`src/rtl/vlw_pkg.sv`:
```
package vlw_pkg;

    localparam int ELEM_W    = 32;
    localparam int MAX_LANES = 16;

    typedef enum logic [1:0] {
        VL_128     = 2'd0,
        VL_256     = 2'd1,
        VL_512     = 2'd2,
        VL_512_ALT = 2'd3
    } vlen_e;

    typedef enum logic {
        OP_PASS = 1'b0,
        OP_NEG  = 1'b1
    } op_e;

    typedef struct packed {
        vlen_e vlen;
        logic  nomask;
        logic  zeroing;
        logic  bcast;
        logic  mem_src;
    } wb_ctrl_t;

    // number of lanes enabled by a length code, for a datapath of 'total' lanes
    function automatic int unsigned active_lanes(vlen_e v, int unsigned total);
        case (v)
            VL_128:  return total / 4;
            VL_256:  return total / 2;
            default: return total;
        endcase
    endfunction

    // placeholder element operation
    function automatic logic [ELEM_W-1:0] lane_op(op_e k, logic [ELEM_W-1:0] x);
        logic [ELEM_W-1:0] sign_bit;
        sign_bit = '0;
        sign_bit[ELEM_W-1] = 1'b1;
        return (k == OP_NEG) ? (x ^ sign_bit) : x;
    endfunction

endpackage

```
`src/rtl/vlw_src_sel.sv`:
```
module vlw_src_sel
    import vlw_pkg::*;
#(
    parameter int LANES = MAX_LANES,
    localparam int DW   = LANES * ELEM_W
) (
    input  logic          bcast_en,
    input  logic [DW-1:0] src,
    output logic [DW-1:0] operand
);

    for (genvar j = 0; j < LANES; j++) begin : g_lane
        assign operand[j*ELEM_W +: ELEM_W] =
            bcast_en ? src[ELEM_W-1:0] : src[j*ELEM_W +: ELEM_W];
    end

endmodule

```
`src/rtl/vlw_lane_op.sv`:
```
module vlw_lane_op
    import vlw_pkg::*;
#(
    parameter op_e OP = OP_NEG
) (
    input  logic [ELEM_W-1:0] a,
    output logic [ELEM_W-1:0] y
);

    assign y = lane_op(OP, a);

endmodule

```
`src/rtl/vlw_merge.sv`:
```
module vlw_merge
    import vlw_pkg::*;
#(
    parameter int LANES = MAX_LANES,
    localparam int DW   = LANES * ELEM_W,
    localparam int CW   = $clog2(LANES + 1)
) (
    input  logic [DW-1:0]    result,
    input  logic [DW-1:0]    old_dst,
    input  logic [LANES-1:0] mask,
    input  logic             nomask,
    input  logic             zeroing,
    input  logic [CW-1:0]    n_active,
    output logic [DW-1:0]    merged
);

    for (genvar j = 0; j < LANES; j++) begin : g_lane
        logic lane_on;
        logic lane_wr;
        assign lane_on = (CW'(j) < n_active);
        assign lane_wr = nomask | mask[j];

        always_comb begin
            if (!lane_on)
                merged[j*ELEM_W +: ELEM_W] = '0;
            else if (lane_wr)
                merged[j*ELEM_W +: ELEM_W] = result[j*ELEM_W +: ELEM_W];
            else if (zeroing)
                merged[j*ELEM_W +: ELEM_W] = '0;
            else
                merged[j*ELEM_W +: ELEM_W] = old_dst[j*ELEM_W +: ELEM_W];
        end
    end

endmodule

```
`src/rtl/vec_lane_wb.sv`:
```
module vec_lane_wb
    import vlw_pkg::*;
#(
    parameter int  LANES = MAX_LANES,
    parameter op_e OP    = OP_NEG,
    localparam int DW    = LANES * ELEM_W
) (
    input  logic             clk,
    input  logic             rst,
    input  logic             valid_i,
    input  logic [1:0]       vlen_i,
    input  logic [LANES-1:0] mask_i,
    input  logic             nomask_i,
    input  logic             zeroing_i,
    input  logic             bcast_i,
    input  logic             mem_src_i,
    input  logic [DW-1:0]    src_i,
    input  logic [DW-1:0]    old_dst_i,
    output logic [DW-1:0]    dst_o
);

    localparam int CW = $clog2(LANES + 1);

    wb_ctrl_t      ctrl;
    logic [CW-1:0] n_act;
    logic [DW-1:0] operand;
    logic [DW-1:0] result;
    logic [DW-1:0] merged;

    assign ctrl.vlen    = vlen_e'(vlen_i);
    assign ctrl.nomask  = nomask_i;
    assign ctrl.zeroing = zeroing_i;
    assign ctrl.bcast   = bcast_i;
    assign ctrl.mem_src = mem_src_i;

    assign n_act = CW'(active_lanes(ctrl.vlen, LANES));

    vlw_src_sel #(.LANES(LANES)) u_sel (
        .bcast_en (ctrl.bcast & ctrl.mem_src),
        .src      (src_i),
        .operand  (operand)
    );

    for (genvar j = 0; j < LANES; j++) begin : g_op
        vlw_lane_op #(.OP(OP)) u_op (
            .a (operand[j*ELEM_W +: ELEM_W]),
            .y (result[j*ELEM_W +: ELEM_W])
        );
    end

    vlw_merge #(.LANES(LANES)) u_merge (
        .result   (result),
        .old_dst  (old_dst_i),
        .mask     (mask_i),
        .nomask   (ctrl.nomask),
        .zeroing  (ctrl.zeroing),
        .n_active (n_act),
        .merged   (merged)
    );

    always_ff @(posedge clk) begin
        if (rst)
            dst_o <= '0;
        else if (valid_i)
            dst_o <= merged;
    end

    a_r1_reset_clears: assert property (@(posedge clk) rst |=> dst_o == '0);

    a_r2_hold_without_strobe: assert property (@(posedge clk) disable iff (rst)
        !valid_i |=> $stable(dst_o));

    a_r9_upper_zero_128: assert property (@(posedge clk) disable iff (rst)
        valid_i && vlen_i == 2'd0 |=> dst_o[DW-1:DW/4] == '0);

    a_r3_upper_zero_256: assert property (@(posedge clk) disable iff (rst)
        valid_i && vlen_i == 2'd1 |=> dst_o[DW-1:DW/2] == '0);

    a_r4_nomask_lane0: assert property (@(posedge clk) disable iff (rst)
        valid_i && nomask_i |=> dst_o[ELEM_W-1:0] == lane_op(OP, $past(src_i[ELEM_W-1:0])));

    a_r5_merge_keeps_old: assert property (@(posedge clk) disable iff (rst)
        valid_i && !nomask_i && !mask_i[0] && !zeroing_i
        |=> dst_o[ELEM_W-1:0] == $past(old_dst_i[ELEM_W-1:0]));

    a_r6_zeroing_clears: assert property (@(posedge clk) disable iff (rst)
        valid_i && !nomask_i && !mask_i[0] && zeroing_i |=> dst_o[ELEM_W-1:0] == '0);

    a_r7_broadcast_lane1: assert property (@(posedge clk) disable iff (rst)
        valid_i && nomask_i && bcast_i && mem_src_i
        |=> dst_o[2*ELEM_W-1:ELEM_W] == lane_op(OP, $past(src_i[ELEM_W-1:0])));

    a_r8_reg_src_lane1: assert property (@(posedge clk) disable iff (rst)
        valid_i && nomask_i && !mem_src_i
        |=> dst_o[2*ELEM_W-1:ELEM_W] == lane_op(OP, $past(src_i[2*ELEM_W-1:ELEM_W])));

endmodule

```
`config.mk`:
```
export PLATFORM = sky130hd
export DESIGN_NAME = vec_lane_wb
export DESIGN_NICKNAME = d
export VERILOG_FILES = /design/src/rtl/vlw_pkg.sv /design/src/rtl/vlw_src_sel.sv /design/src/rtl/vlw_lane_op.sv /design/src/rtl/vlw_merge.sv /design/src/rtl/vec_lane_wb.sv
export SDC_FILE = /design/constraint.sdc
export NUM_CORES = 2
export LEC_CHECK = 0
export BUFFER_PORTS_ARGS = -buffer_cell sky130_fd_sc_hd__buf_2
export CELL_PAD_IN_SITES_DETAIL_PLACEMENT = 0
export CELL_PAD_IN_SITES_GLOBAL_PLACEMENT = 2
export CORE_AREA = 5 5 600 602
export DETAILED_ROUTE_END_ITERATION = 12
export DIE_AREA = 0 0 605 607
export PLACE_DENSITY = 0.4
export REMOVE_ABC_BUFFERS = 1
export SLEW_MARGIN = 20
export SYNTH_ARGS = -nofsm -noshare
export SYNTH_HDL_FRONTEND = slang
export SYNTH_SLANG_ARGS = --single-unit
```
`constraint.sdc`:
```
create_clock -name clk -period 6.28 [get_ports clk]
set_input_delay 0.942 -clock clk [delete_from_list [all_inputs] [get_ports clk]]
set_output_delay 0.942 -clock clk [all_outputs]
set_load 0.1 [all_outputs]
```
==> metrics.txt <==
CP required=6.95 ns; async set-reset flop share out of synthesis=0%; element type at the critical path end=flip-flop; IO Pins=1,561; worst-margin pin slew=1.19 ns; Hold-fix buffers, CTS=0; total power=12.2 mW; post-route ant nets=0; drt drc=0; number of flip-flops in the largest register=512; synthesized flop and latch total=between 500 and 600; most common cell in the netlist=dfxtp_1; Slew Limit Fails=0; share of layout cells above drive strength 1=39.7%; Total Nets Final=5,657; cell accounting for the most synthesized area=dfxtp_1; Most flops, register=dst_o; vias in the first global route=~37k; CTS Sinks=~500; first-pass GRT wire length=445,000 µm; area share of the largest cell type after synthesis=38.0%; Ys Warns=0; via count=37.0k; Max IR drop VDD=~0.19 mV; Fin. Hold Viols=0; uppermost layer routed=met5; Yosys cell types=36; CTS max path bufs=4; DR iter-0 viols=approximately 3.1k; worst r2r src=dst_o[511]; met2 WL=roughly 180,000 µm; initial antenna violation count=just over 300; worst-skew pair later-pin latency=0.83 ns; Die Wd=605 µm; Die Span Y=607 µm; Synth area leaders=dfxtp_1 38%, a21boi_0 13%, a32oi_1 8.2%; Fill cells=41.4k; met1 WL=approximately 150,000 µm; Rows=219; type of the worst setup path=primary input to flip-flop; Post-synth top cells=512 x dfxtp_1, 465 x a21boi_0, 342 x o21ai_0, 340 x clkbuf_1, 285 x a21oi_1; hold path start=old_dst_i[38]; Worst EP arrival=roughly 3.9 ns; Initial Util=7.62%; Initial DRT Pass Iterations=5; PostCTS Resize Cnt=0; total die area=0.367 mm²; Slew HR=between 20% and 30%; CTS tree=yes; Final setup viols=0; vias per cell=3.88; crit path time final=3.19 ns; Total Wirelength=362,000 µm; Synth Area per Inst=8.14 µm²; Worst-path clk slew=about 0.060 ns; PwrDens=284 mW/mm²; worst hold path class=primary input to flip-flop; Core Box Area=0.354 mm²; TritonCTS Buffers=86; max-cap viol count=0; Cell Area, Synth=0.0270 mm²; WL/cell=38.0 µm; Area Growth Syn to Fin=59.6%; Setup Fix Bufs, Post-CTS=0; Worst setup SP type=primary input; clk_skew=0 ns; register area share after synthesis=approximately 38%; Final Util=between 10 and 15%; Setup TNS=0 ns; P_leak=around 16 nW; Synth Instances=3,316; routability cong.=0.854; status=finished, final reports clean; CP Max Fanout=134; largest net degree at the start of global routing=135; Clock Tree Root=clkbuf_16; Total GRT Usage=18.6%; HPWL after DPL=281,000 µm; Post-synth EDFFs=0; top_reg_cell synth=dfxtp_1; met3 WL post-DR=28,700 µm; Largest regs=dst_o: 512 flops; Final Cycle Share=50.8%; Max Freq=0.314 GHz; gr ovfl total=0; H-tree depth=3; IO buf count=1,560; CP Launch Point=valid_i; RSZ-0062 raised after global routing=no
-- through the flow --
| stage | cells | setup WS [ns] | instance area, µm² | hold slack (ns) |
|---|---|---|---|---|
| global route | 9469 | 3.07 | 42900 | 0.320 |
| detailed placement | 9270 | 2.30 | 40000 | 0.465 |
| CTS | 9420 | 3.17 | 42800 | 0.268 |
| finish | 9526 | 3.09 | 43100 | 0.367 |
| global placement | 9269 | 1.86 | 40000 | 0.464 |
| floorplan | 2861 | -5.37 | 25100 | 0.915 |
-- critical path, stage by stage --
cell and delay [ns]:
buf_8 0.28, buf_4 0.75, inv_8 0.41, buf_12 0.35, a32oi_1 0.55, a21oi_1 0.11
-- power breakdown --
part	internal, mW	switching [mW]	leakage [nW]
Clock	2.93	2.12	1.36
Sequential	3.44	0.131	4.20
Combinational	0.693	2.93	10.5
Total	7.06	5.18	16.1
-- kinds of logic (layout without fill, tap and decap cells) --
logic type | count (synthesis) | after routing | share of synthesized area (%)
adder cells (fa/ha/maj) | 1 | 1 | 0.0463
buffers and inverters | 471 | 1824 | 7.28
other | 0 | 106 | 0
AND/OR/NAND/NOR | 581 | 581 | 10.6
flip-flops | 512 | 512 | 38.0
AO/OA/AOI/OAI | 1751 | 1751 | 44.1
-- cell usage in the layout (no fill, tap or decap), types with 14 or more instances in the layout --
master and n:
nor4b_1 31, buf_12 14, diode_2 106, buf_4 85, o211ai_1 127, a32oi_1 253, o21ai_0 340, a31oi_1 131
a211oi_1 32, a21oi_1 285, dfxtp_1 512, clkbuf_16 87, a21boi_0 457, a311oi_1 96, clkbuf_8 22, nand2_1 229
clkbuf_1 19, nor2_1 132, and3_4 22, buf_2 1554, nand4_1 128
-- per-layer routing --
metal,global-route usage [%],vias to the layer above
met5,0,-
met4,4.08,130
met1,22.3,18700
met3,5.71,637
li1,-,15500
met2,32.5,2016
-- cell type report --
cell class,instances,area [µm²],area share [%]
timing repair buffer,1658,8770,20.4
antenna,106,265,0.616
clock inverter,22,233,0.540
multi-input combinational,2333,15000,34.8
sequential,512,10200,23.8
clock buffer,128,2550,5.92
inverter,16,67.6,0.157
tap,4751,5940,13.8
-- worst paths after layout --
kind                end  depth (start not counted)  slack, ns
max          dst_o[434]                          6       3.09
min           dst_o[38]                          3       0.37
max reg2reg  dst_o[511]                          2       5.24
min reg2reg  dst_o[129]                          2       0.48
Note: power is estimated with default switching activity, not from simulation.
